===== config.mk =====
export PLATFORM = sky130hd
export DESIGN_NAME = stack_delta_engine
export DESIGN_NICKNAME = d
export VERILOG_FILES = /design/src/rtl/sde_pkg.sv /design/src/rtl/sde_classify.sv /design/src/rtl/sde_delta_unit.sv /design/src/rtl/sde_out_stage.sv /design/src/rtl/stack_delta_engine.sv
export SDC_FILE = /design/constraint.sdc
export NUM_CORES = 1
export LEC_CHECK = 0
export BUFFER_PORTS_ARGS = -buffer_cell sky130_fd_sc_hd__buf_4
export CAP_MARGIN = 20
export CORE_MARGIN = 4
export CORE_UTILIZATION = 30
export CTS_BUF_LIST = sky130_fd_sc_hd__clkbuf_4
export CTS_CLUSTER_DIAMETER = 30
export DETAILED_ROUTE_END_ITERATION = 8
export PLACE_DENSITY_LB_ADDON = 0.15
export SETUP_SLACK_MARGIN = 0.2
export SYNTH_ARGS = -nofsm -noshare
export SYNTH_HDL_FRONTEND = slang
export SYNTH_HIERARCHICAL = 1
export SYNTH_SLANG_ARGS = --single-unit

===== constraint.sdc =====
create_clock -name clk -period 7.5 [get_ports clk]
set_input_delay 1.5 -clock clk [delete_from_list [all_inputs] [get_ports clk]]
set_output_delay 1.5 -clock clk [all_outputs]
set_load 0.05 [all_outputs]

===== src/rtl/sde_pkg.sv =====
package sde_pkg;

  typedef enum logic [2:0] {
    KIND_PLAIN    = 3'd0,
    KIND_ADJ_DOWN = 3'd1,
    KIND_ADJ_UP   = 3'd2,
    KIND_SP_USE   = 3'd3,
    KIND_SYNC     = 3'd4
  } uop_kind_e;

  localparam int KIND_W = 3;

  function automatic logic kind_is_adjust(input logic [KIND_W-1:0] k);
    return (k == KIND_ADJ_DOWN) || (k == KIND_ADJ_UP);
  endfunction

  function automatic logic kind_is_sp_use(input logic [KIND_W-1:0] k);
    return k == KIND_SP_USE;
  endfunction

endpackage


===== src/rtl/sde_classify.sv =====
module sde_classify
  import sde_pkg::*;
(
  input  logic [KIND_W-1:0] kind,
  output logic              is_adj,
  output logic              adj_down,
  output logic              is_sp_use
);
  always_comb begin
    is_adj    = kind_is_adjust(kind);
    adj_down  = (kind == KIND_ADJ_DOWN);
    is_sp_use = kind_is_sp_use(kind);
  end
endmodule


===== src/rtl/sde_delta_unit.sv =====
module sde_delta_unit #(
  parameter int DELTA_W = 8,
  parameter int STEP    = 8
) (
  input  logic               clk,
  input  logic               rst_n,
  input  logic               clear,
  input  logic               apply,
  input  logic               dir_down,
  output logic [DELTA_W-1:0] delta_q,
  output logic               fits
);
  localparam int SUM_W = DELTA_W + 1;

  function automatic logic [SUM_W-1:0] f_sum(input logic [DELTA_W-1:0] d,
                                             input logic down);
    logic [SUM_W-1:0] ext;
    ext = {d[DELTA_W-1], d};
    return down ? ext - SUM_W'(STEP) : ext + SUM_W'(STEP);
  endfunction

  function automatic logic f_in_range(input logic [SUM_W-1:0] s);
    return s[SUM_W-1] == s[SUM_W-2];
  endfunction

  logic [SUM_W-1:0] sum;

  always_comb begin
    sum  = f_sum(delta_q, dir_down);
    fits = f_in_range(sum);
  end

  always_ff @(posedge clk) begin
    if (!rst_n || clear) begin
      delta_q <= '0;
    end else if (apply) begin
      delta_q <= sum[DELTA_W-1:0];
    end
  end
endmodule


===== src/rtl/sde_out_stage.sv =====
module sde_out_stage
  import sde_pkg::*;
#(
  parameter int PAY_W = 16
) (
  input  logic              clk,
  input  logic              rst_n,
  input  logic              flush,
  input  logic              load,
  input  logic [KIND_W-1:0] load_kind,
  input  logic [PAY_W-1:0]  load_payload,
  input  logic              out_ready,
  output logic              out_valid,
  output logic [KIND_W-1:0] out_kind,
  output logic [PAY_W-1:0]  out_payload,
  output logic              slot_free
);
  assign slot_free = !out_valid || out_ready;

  always_ff @(posedge clk) begin
    if (!rst_n || flush) begin
      out_valid <= 1'b0;
    end else if (load) begin
      out_valid <= 1'b1;
    end else if (out_ready) begin
      out_valid <= 1'b0;
    end
  end

  always_ff @(posedge clk) begin
    if (!rst_n) begin
      out_kind    <= '0;
      out_payload <= '0;
    end else if (load) begin
      out_kind    <= load_kind;
      out_payload <= load_payload;
    end
  end
endmodule


===== src/rtl/stack_delta_engine.sv =====
module stack_delta_engine
  import sde_pkg::*;
#(
  parameter int DELTA_W = 8,
  parameter int STEP    = 8,
  parameter int PAY_W   = 16
) (
  input  logic              clk,
  input  logic              rst_n,
  input  logic              flush,
  input  logic              in_valid,
  output logic              in_ready,
  input  logic [KIND_W-1:0] in_kind,
  input  logic [PAY_W-1:0]  in_payload,
  output logic              out_valid,
  input  logic              out_ready,
  output logic [KIND_W-1:0] out_kind,
  output logic [PAY_W-1:0]  out_payload
);
  localparam int EXT_W = PAY_W - DELTA_W;

  function automatic logic [PAY_W-1:0] f_sext(input logic [DELTA_W-1:0] d);
    return {{EXT_W{d[DELTA_W-1]}}, d};
  endfunction

  logic               is_adj, adj_down, is_sp_use;
  logic [DELTA_W-1:0] delta_q;
  logic               adj_fits;
  logic               slot_free;
  logic               need_sync;
  logic               sync_load;
  logic               pass_load;
  logic               adj_accept;
  logic               load_en;
  logic [KIND_W-1:0]  load_kind;
  logic [PAY_W-1:0]   load_payload;

  sde_classify u_classify (
    .kind      (in_kind),
    .is_adj    (is_adj),
    .adj_down  (adj_down),
    .is_sp_use (is_sp_use)
  );

  sde_delta_unit #(.DELTA_W(DELTA_W), .STEP(STEP)) u_delta (
    .clk      (clk),
    .rst_n    (rst_n),
    .clear    (flush || sync_load),
    .apply    (adj_accept),
    .dir_down (adj_down),
    .delta_q  (delta_q),
    .fits     (adj_fits)
  );

  always_comb begin
    need_sync  = in_valid && ((is_sp_use && (delta_q != '0)) ||
                              (is_adj && !adj_fits));
    in_ready   = !flush && !need_sync && (is_adj || slot_free);
    sync_load  = !flush && need_sync && slot_free;
    adj_accept = in_valid && in_ready && is_adj;
    pass_load  = in_valid && in_ready && !is_adj;
    load_en    = sync_load || pass_load;
    load_kind  = sync_load ? KIND_SYNC : in_kind;
    load_payload = sync_load ? f_sext(delta_q) : in_payload;
  end

  sde_out_stage #(.PAY_W(PAY_W)) u_out (
    .clk          (clk),
    .rst_n        (rst_n),
    .flush        (flush),
    .load         (load_en),
    .load_kind    (load_kind),
    .load_payload (load_payload),
    .out_ready    (out_ready),
    .out_valid    (out_valid),
    .out_kind     (out_kind),
    .out_payload  (out_payload),
    .slot_free    (slot_free)
  );
endmodule


# After elaboration in Yosys (flattened, before gate mapping)

Index checks and enable logic that the tools add are counted.
Widths: inputs -> output; s select.

Bits in registers: 28
Bits of input ports: 24
Output and inout bits: 21
Word-level logic and storage cells: 41

$add $sub $neg: 2
Equality and inequality tests: 4
Multiplexer cells: 5
Reduce and logical (&&, ||, !) cells: 26

Operator list:

| operator            | count |
|---|---|
| $mux 16             | 1 |
| $logic_and 1x1->1   | 10 |
| $add 8x5->9 const B | 1 |
| $mux 9              | 1 |
| $sub 8x5->9 const B | 1 |
| $logic_or 1x1->1    | 8 |
| $reduce_bool 8->1   | 1 |
| $eq 3x2->1 const B  | 2 |
| $logic_not 1->1     | 6 |
| $eq 3x1->1 const B  | 1 |
| $mux 3              | 1 |
| $mux 1              | 2 |
| $reduce_bool 2->1   | 1 |
| $eq 1x1->1          | 1 |

# Depth between registers and ports, before layout

Gate-level depths: netlist of run 1.

Depth in word-level cells: 14
Mapped depth: 12
Depth with buffers taken out: 12

# By module

Netlist of run 1, hierarchy kept.

By module, submodules not included:

| module             | times used | cells an instance | area an instance (µm²) | sequential area each (µm²) |
|---|---|---|---|---|
| sde_out_stage      | 1          | 66                | 760.7                  | 400.4 |
| sde_delta_unit     | 1          | 46                | 389.1                  | 100.1 |
| stack_delta_engine | 1          | 61                | 387.9                  | 0.0 |
| sde_classify       | 1          | 4                 | 30.0                   | 0.0 |

# Worst setup path before layout of run 1

No wires, ideal clock.

Path type: input-to-output
From: input in_kind[2]
To: output in_ready
Arrival time: 4.178 ns
Required time: 6.000 ns
Slack: 1.822 ns
Stages on the path: 9
Buffers on the path: 0
Path through: nor3b_1 -> ha_1 -> a211oi_1 -> o21ai_0 -> o21ai_0 -> xor2_1 -> nor2b_1 -> a211o_1 -> a21oi_1

Cells in the longest elaborated chain, start to end: 10
Elaborated cells on any way between the ends: 15
Classes of those cells: 4 x eq/ne; 1 x mux; 10 x reduce/logical

Ends and longest elaborated chain:

| item                            | line                     | source |
|---|---|---|
| start: declaration              | stack_delta_engine.sv:13 | `input logic [KIND_W-1:0] in_kind,` |
| $eq 3x1->1                      | sde_classify.sv:11       | `adj_down = (kind == KIND_ADJ_DOWN);` |
| $mux 9                          | sde_delta_unit.sv:19     | `return down ? ext - SUM_W'(STEP) : ext + SUM_W'(STEP);` |
| $eq 1x1->1                      | sde_delta_unit.sv:23     | `return s[SUM_W-1] == s[SUM_W-2];` |
| net adj_fits                    | stack_delta_engine.sv:28 | `logic adj_fits;` |
| $logic_not 1->1                 | stack_delta_engine.sv:57 | `(is_adj && !adj_fits));` |
| $logic_and 1x1->1               | stack_delta_engine.sv:57 |  |
| $logic_or 1x1->1                | stack_delta_engine.sv:56 | `need_sync = in_valid && ((is_sp_use && (delta_q != '0)) \|\|` |
| $logic_and 1x1->1               | stack_delta_engine.sv:56 |  |
| $logic_not 1->1                 | stack_delta_engine.sv:58 | `in_ready = !flush && !need_sync && (is_adj \|\| slot_free);` |
| $logic_and 1x1->1 (2 in series) | stack_delta_engine.sv:58 |  |
| end: declaration                | stack_delta_engine.sv:12 | `output logic in_ready,` |

The timed path passes the listed nets, and every way through them passes these cells.

# Final worst setup path of run 1

From: input in_kind[2]
To: output in_ready

Cells in the longest elaborated chain, start to end: 10
Elaborated cells on any way between the ends: 15
Classes of those cells: 4 x eq/ne; 1 x mux; 10 x reduce/logical

Ends and longest elaborated chain:

| item                            | line                     | source |
|---|---|---|
| $eq 3x1->1                      | sde_classify.sv:11       |  |
| net adj_down                    | stack_delta_engine.sv:26 | `logic is_adj, adj_down, is_sp_use;` |
| $mux 9                          | sde_delta_unit.sv:19     |  |
| $eq 1x1->1                      | sde_delta_unit.sv:23     |  |
| net adj_fits                    | stack_delta_engine.sv:28 |  |
| $logic_not 1->1                 | stack_delta_engine.sv:57 |  |
| $logic_and 1x1->1               | stack_delta_engine.sv:57 |  |
| $logic_or 1x1->1                | stack_delta_engine.sv:56 |  |
| $logic_and 1x1->1               | stack_delta_engine.sv:56 |  |
| $logic_not 1->1                 | stack_delta_engine.sv:58 |  |
| $logic_and 1x1->1 (2 in series) | stack_delta_engine.sv:58 |  |

The timed path passes the listed nets, and every way through them passes these cells.

==> results.yml, run 1 <==
outcome:
  outcome: "complete, no violations"
clock_tree:
  root_buffer: "clkbuf_4"
  cts_sinks: 25
  clk_path_buf_depth: 2
  cts_tree: "built"
  htreeDepth: 1
  cts_setup_buffers: 0
  clkTransAtPathRegs_ns: 0.15
  hold_buffers: 0
  ctsResizeCount: 0
  cts_made_buffers: 3
  clock_latency_ns: 0.34
yosys:
  synth-seq-area-share_pct: 31.9
  synth_ff_type: "dfxtp_1"
  ys_top_cells_by_count: "dfxtp_1 (25), o21ai_0 (24), mux2i_1 (20), nor2b_1 (20), nor2_1 (11)"
  synth_cell_types: 38
  ys_async_sr_fraction_pct: 0
  ys_warn_count: 6
  synthTopCellsByArea: "dfxtp_1 (32%), mux2i_1 (13%), nor2b_1 (8.0%)"
  syn_inst: 177
  synth_top_area_share_pct: 31.9
  yosysMostFrequentCell: "dfxtp_1"
  syn_area_per_cell_sq_um: 8.86
  synth-edff-count: 0
  yosysTopAreaCell: "dfxtp_1"
  syn_area_sq_um: 1570
  synth_seq_cells: 25
floorplan:
  row_count: 26
  die_h_um: 80.3
  start_util_pct: 30.9
  die_x_um: 80.3
  core-area_sq_um: 5070
  dieArea_sq_um: 6450
  io_pins: 45
timing:
  fmax_ghz: 0.173
  setup_viol: 0
  rsz0062_at_grt: "false"
  hold_viol: 0
  period_minus_slack_ns: 5.78
  maxSlewHeadroom_pct: 39.8
  maxSlewViolCount: 0
  finClkSkew_ns: 0.00617
  worst_slew_pin_slew_ns: 0.901
  min_period_over_period_pct: 77.1
  finalSetupTns_ns: 0
final_layout:
  area_growth_pct: 26.3
  layout-drive-gt1-share_pct: 28.4
  seq_area_sq_um: 500
  multi_input_area_sq_um: 1000
  antennaDiodeCount: 0
  nets: 248
  fillCellCount: 565
pwr:
  powerDensity_nw_per_um2: 145
  total_power_uw: 286
  p_leak_nw: 0.776
  peakVddDrop_mv: 0.134
critical_path:
  cp-start-kind: "primary input"
  cp.arrival_ns: 4.28
  worst_r2r_endpoint: "u_delta/delta_q[7]"
  crit_fanout: 5
  endpoint_kind: "output port"
  r2r-start: "u_delta/delta_q[3]"
  worstSetupPathType: "in -> out"
  rrSetupSlack_ns: 4.43
  reg2regPathDepth: 9
  cp.required_ns: 6.00
drt:
  drc: 0
  wl_per_cell_um: 13.7
  viasPerCell: 4.77
  firstDrtPassIters: 4
  drtAntennaViolNets: 0
  drt_iter0_markers: 82
  finalWirelength_mm: 3.95
  dr_total_vias: 1373
placement:
  gp_congestion: 0.842
  dp_hpwl_mm: 2.92
  io_buffers: 44
hold_path:
  hp-class: "reg -> reg"
  hold_end: "u_out/out_payload[6]"
  hold_start: "u_out/out_payload[6]"
  whs_path_depth: 2
grt:
  grt-ovfl-total: 0
  grt_use_total_pct: 12.7
  antenna_found_initial: 0
  grt_pass1_vias: 1262
  grt_max_degree: 22
  grt_pass1_wl_mm: 6.40
run:
  max_cap_violations: 0
-- final cells by class --
type                            count  area share, %
Clock inverter                      1          0.379
Tap cell                           70           4.42
Timing Repair Buffer               45           17.1
Sequential cell                    25           25.3
Multi-Input combinational cell    139           50.8
Clock buffer                        3           1.14
Inverter                            5          0.948
-- worst max-delay path: stages --
cell	delay, ns
buf_4	0.13
nor3b_1	0.59
ha_1	0.36
a211oi_1	0.34
o21ai_0	0.14
o21ai_0	0.11
xor2_1	0.30
nor2b_1	0.16
a211o_1	0.31
a21oi_1	0.13
buf_4	0.22
-- flip-flops by register name, indices dropped and copies added (netlist names) --
| name | cells |
|---|---|
| u_out/out_payload | 16 |
| u_delta/delta_q | 5 |
| u_out/out_kind | 3 |
| u_out/out_valid | 1 |
-- kinds of logic (layout without fill, tap and decap cells) --
family	count (synthesis)	after routing	share of synthesized area, %
fa+ha+maj	5	5	4.47
compound gates	49	49	21.1
xor+xnor	4	4	2.24
flops	25	25	31.9
other cells	1	3	0.239
simple gates	58	58	22.0
buf+inv	15	54	5.27
mux	20	20	12.8
-- how the worst max path moves through the flow --
| stage | start | slack (ns) | cells past startpoint | endpoint |
|---|---|---|---|---|
| 2_1_floorplan | in_kind[2] | 1.82 | 9 | in_ready |
| 3_3_place_gp | in_kind[2] | 1.74 | 11 | in_ready |
| 3_5_place_dp | in_kind[2] | 1.70 | 11 | in_ready |
| 4_1_cts | in_kind[2] | 1.70 | 11 | in_ready |
| 5_1_grt | in_kind[2] | 1.49 | 11 | in_ready |
| 6_report | in_kind[2] | 1.72 | 11 | in_ready |
-- placed cells by master, fill, tap and decap left out, types with 2 or more instances in the layout --
| cell | instances |
|---|---|
| clkbuf_4 | 3 |
| o21ai_0 | 24 |
| nand2b_1 | 6 |
| nor3b_1 | 2 |
| o211ai_1 | 2 |
| nor4_1 | 2 |
| a21oi_1 | 8 |
| a211oi_1 | 2 |
| dfxtp_1 | 25 |
| a32o_2 | 4 |
| nand2_1 | 7 |
| xnor2_1 | 3 |
| a32o_1 | 3 |
| ha_1 | 4 |
| buf_4 | 45 |
| nor2_1 | 11 |
| nor2b_1 | 20 |
| mux2i_1 | 20 |
| inv_1 | 5 |
| conb_1 | 3 |
| or4_4 | 2 |
-- report_power, final --
group          leakage (nW)  total, mW  switching, mW  internal, mW
registers             0.203      0.142        0.00317         0.139
logic                 0.558     0.0779         0.0456        0.0323
clock network        0.0139     0.0667         0.0463        0.0205
total                 0.776      0.286         0.0950         0.191
-- metal layers --
metal,track usage (%),vias to the layer above,wire length [um]
met1,18.2,625,1910
met4,2.03,0,20
li1,-,712,-
met3,4.15,2,274
met2,18.9,34,1750
met5,0,-,0
-- through the flow --
stage | cell area (sq um) | std cells | worst slack (ns) | hold WS, ns | util [%]
after global placement | 1950 | 284 | 1.74 | 0.507 | 38.4
final | 1980 | 288 | 1.72 | 0.533 | 39.0
after CTS | 1980 | 288 | 1.70 | 0.538 | 39.0
after global routing | 1980 | 288 | 1.49 | 0.559 | 39.0
after detailed placement | 1950 | 284 | 1.70 | 0.508 | 38.4
after floorplan | 1580 | 179 | 1.82 | 0.488 | -
(Power assumes the default switching activity.)
==> inputs of run 2 (changes only) <==
- clock period: 7.5 -> 5.8 ns (I/O delays scaled with it)
==> results.yml, run 2 (synthesized netlist as in run 1, its figures left out) <==
critical_path:
  cp-start-kind: "primary input"
  r2r-start: "u_delta/delta_q[3]"
  rrSetupSlack_ns: 2.77
  cp.required_ns: 4.64
  cp.arrival_ns: 3.63
  crit_fanout: 5
  worstSetupPathType: "in -> out"
  worst_r2r_endpoint: "u_delta/delta_q[7]"
  reg2regPathDepth: 11
  endpoint_kind: "output port"
final_layout:
  fillCellCount: 559
  area_growth_pct: 26.8
  layout-drive-gt1-share_pct: 28.6
  top_register: "u_out/out_payload"
  largest_registers: "u_out/out_payload (16), u_delta/delta_q (5), u_out/out_kind (3)"
  nets: 250
  post-route-util_pct: 39.2
  antennaDiodeCount: 0
  layout_commonest_cell: "buf_4"
  largest_reg_flops: 16
  mostFrequentLayoutCells: "buf_4 (47), dfxtp_1 (25), o21ai_0 (24), nor2b_1 (20), mux2i_1 (20)"
floorplan:
  die_x_um: 80.3
  dieArea_sq_um: 6450
  start_util_pct: 30.9
  io_pins: 45
  core-area_sq_um: 5070
  row_count: 26
  die_h_um: 80.3
grt:
  antenna_found_initial: 0
  use_met1_pct: 18.6
  grt-ovfl-total: 0
  grt_max_degree: 22
  grt_use_total_pct: 13.1
  grt_pass1_wl_mm: 6.63
  met3_usage_pct: 3.25
  global_route.usage.met2_pct: 20.3
  grt_busiest_layer: "met2"
  grt_pass1_vias: 1289
timing:
  maxSlewViolCount: 0
  setup_viol: 0
  fmax_ghz: 0.209
  worst_hold_slack_ns: 0.534
  period_minus_slack_ns: 4.79
  rsz0062_at_grt: "false"
  worst_slew_pin_slew_ns: 0.645
  finalSetupTns_ns: 0
  maxSlewHeadroom_pct: 56.8
  hold_viol: 0
  finClkSkew_ns: 0.00578
  min_period_over_period_pct: 82.5
run:
  max_cap_violations: 0
drt:
  drc: 0
  viasPerCell: 4.84
  drtAntennaViolNets: 0
  dr_total_vias: 1404
  drt_iter0_markers: 37
  finalWirelength_mm: 4.07
  wl_per_cell_um: 14.0
  firstDrtPassIters: 4
pwr:
  peakVddDrop_mv: 0.136
  total_power_uw: 369
  p_leak_nw: 0.785
  powerDensity_nw_per_um2: 185
clock_tree:
  cts_tree: "built"
  ctsResizeCount: 0
  cts_sinks: 25
  htreeDepth: 1
  cts_made_buffers: 3
  clkTransAtPathRegs_ns: 0.15
  hold_buffers: 0
  cts_setup_buffers: 0
  clk_path_buf_depth: 2
  clock_latency_ns: 0.33
  root_buffer: "clkbuf_4"
placement:
  gp_congestion: 0.883
  dp_hpwl_mm: 3.00
  io_buffers: 44
hold_path:
  whs_path_depth: 2
  hp-class: "reg -> reg"
  hold_end: "u_out/out_kind[0]"
  hold_start: "u_out/out_kind[0]"
outcome:
  outcome: "complete, no violations"
==> run 2: worst max path at each step <==
stage                          start  endpoint  slack [ns]  depth (start not counted)
after floorplan           in_kind[2]  in_ready        0.80                          9
after global placement    in_kind[2]  in_ready        1.04                         12
after detailed placement  in_kind[2]  in_ready        1.02                         12
after CTS                 in_kind[2]  in_ready        1.00                         12
after global routing      in_kind[2]  in_ready        0.76                         12
final                     in_kind[2]  in_ready        1.01                         12
==> run 2: critical path, stage by stage <==
cell and delay, ns:
buf_4 0.13, nor3b_1 0.22, buf_4 0.18, ha_1 0.22
a211oi_1 0.35, o21ai_0 0.14, o21ai_0 0.11, xor2_1 0.30
nor2b_1 0.16, a211o_1 0.31, a21oi_1 0.13, buf_4 0.22
==> run 2: final cells by class <==
type / instances / area [sq um] / area share (%)
Inverter: 5 / 18.8 / 0.944
Clock buffer: 3 / 22.5 / 1.13
Sequential cell: 25 / 500 / 25.2
Timing Repair Buffer: 47 / 353 / 17.7
Clock inverter: 1 / 7.51 / 0.378
Tap cell: 70 / 87.6 / 4.41
Multi-Input combinational cell: 139 / 998 / 50.2
==> run 2: per-stage QoR <==
stage | setup WS (ns) | std cells | area, sq um
5_1_grt | 0.755 | 290 | 1990
4_1_cts | 1.00 | 290 | 1990
3_5_place_dp | 1.02 | 286 | 1960
3_3_place_gp | 1.04 | 286 | 1960
2_1_floorplan | 0.802 | 179 | 1580
6_report | 1.01 | 290 | 1990
==> run 2: report_power, final <==
| part | internal (mW) | switching (mW) | total [mW] |
|---|---|---|---|
| Sequential | 0.179 | 0.00428 | 0.183 |
| Clock | 0.0264 | 0.0573 | 0.0837 |
| Combinational | 0.0423 | 0.0592 | 0.102 |
| Total | 0.248 | 0.121 | 0.369 |
==> run 2: metal layers <==
metal / wire length, um / vias to the layer above
met3: 196 / 2
met4: 20 / 0
met1: 2070 / 647
li1: - / 722
met5: 0 / -
met2: 1780 / 33
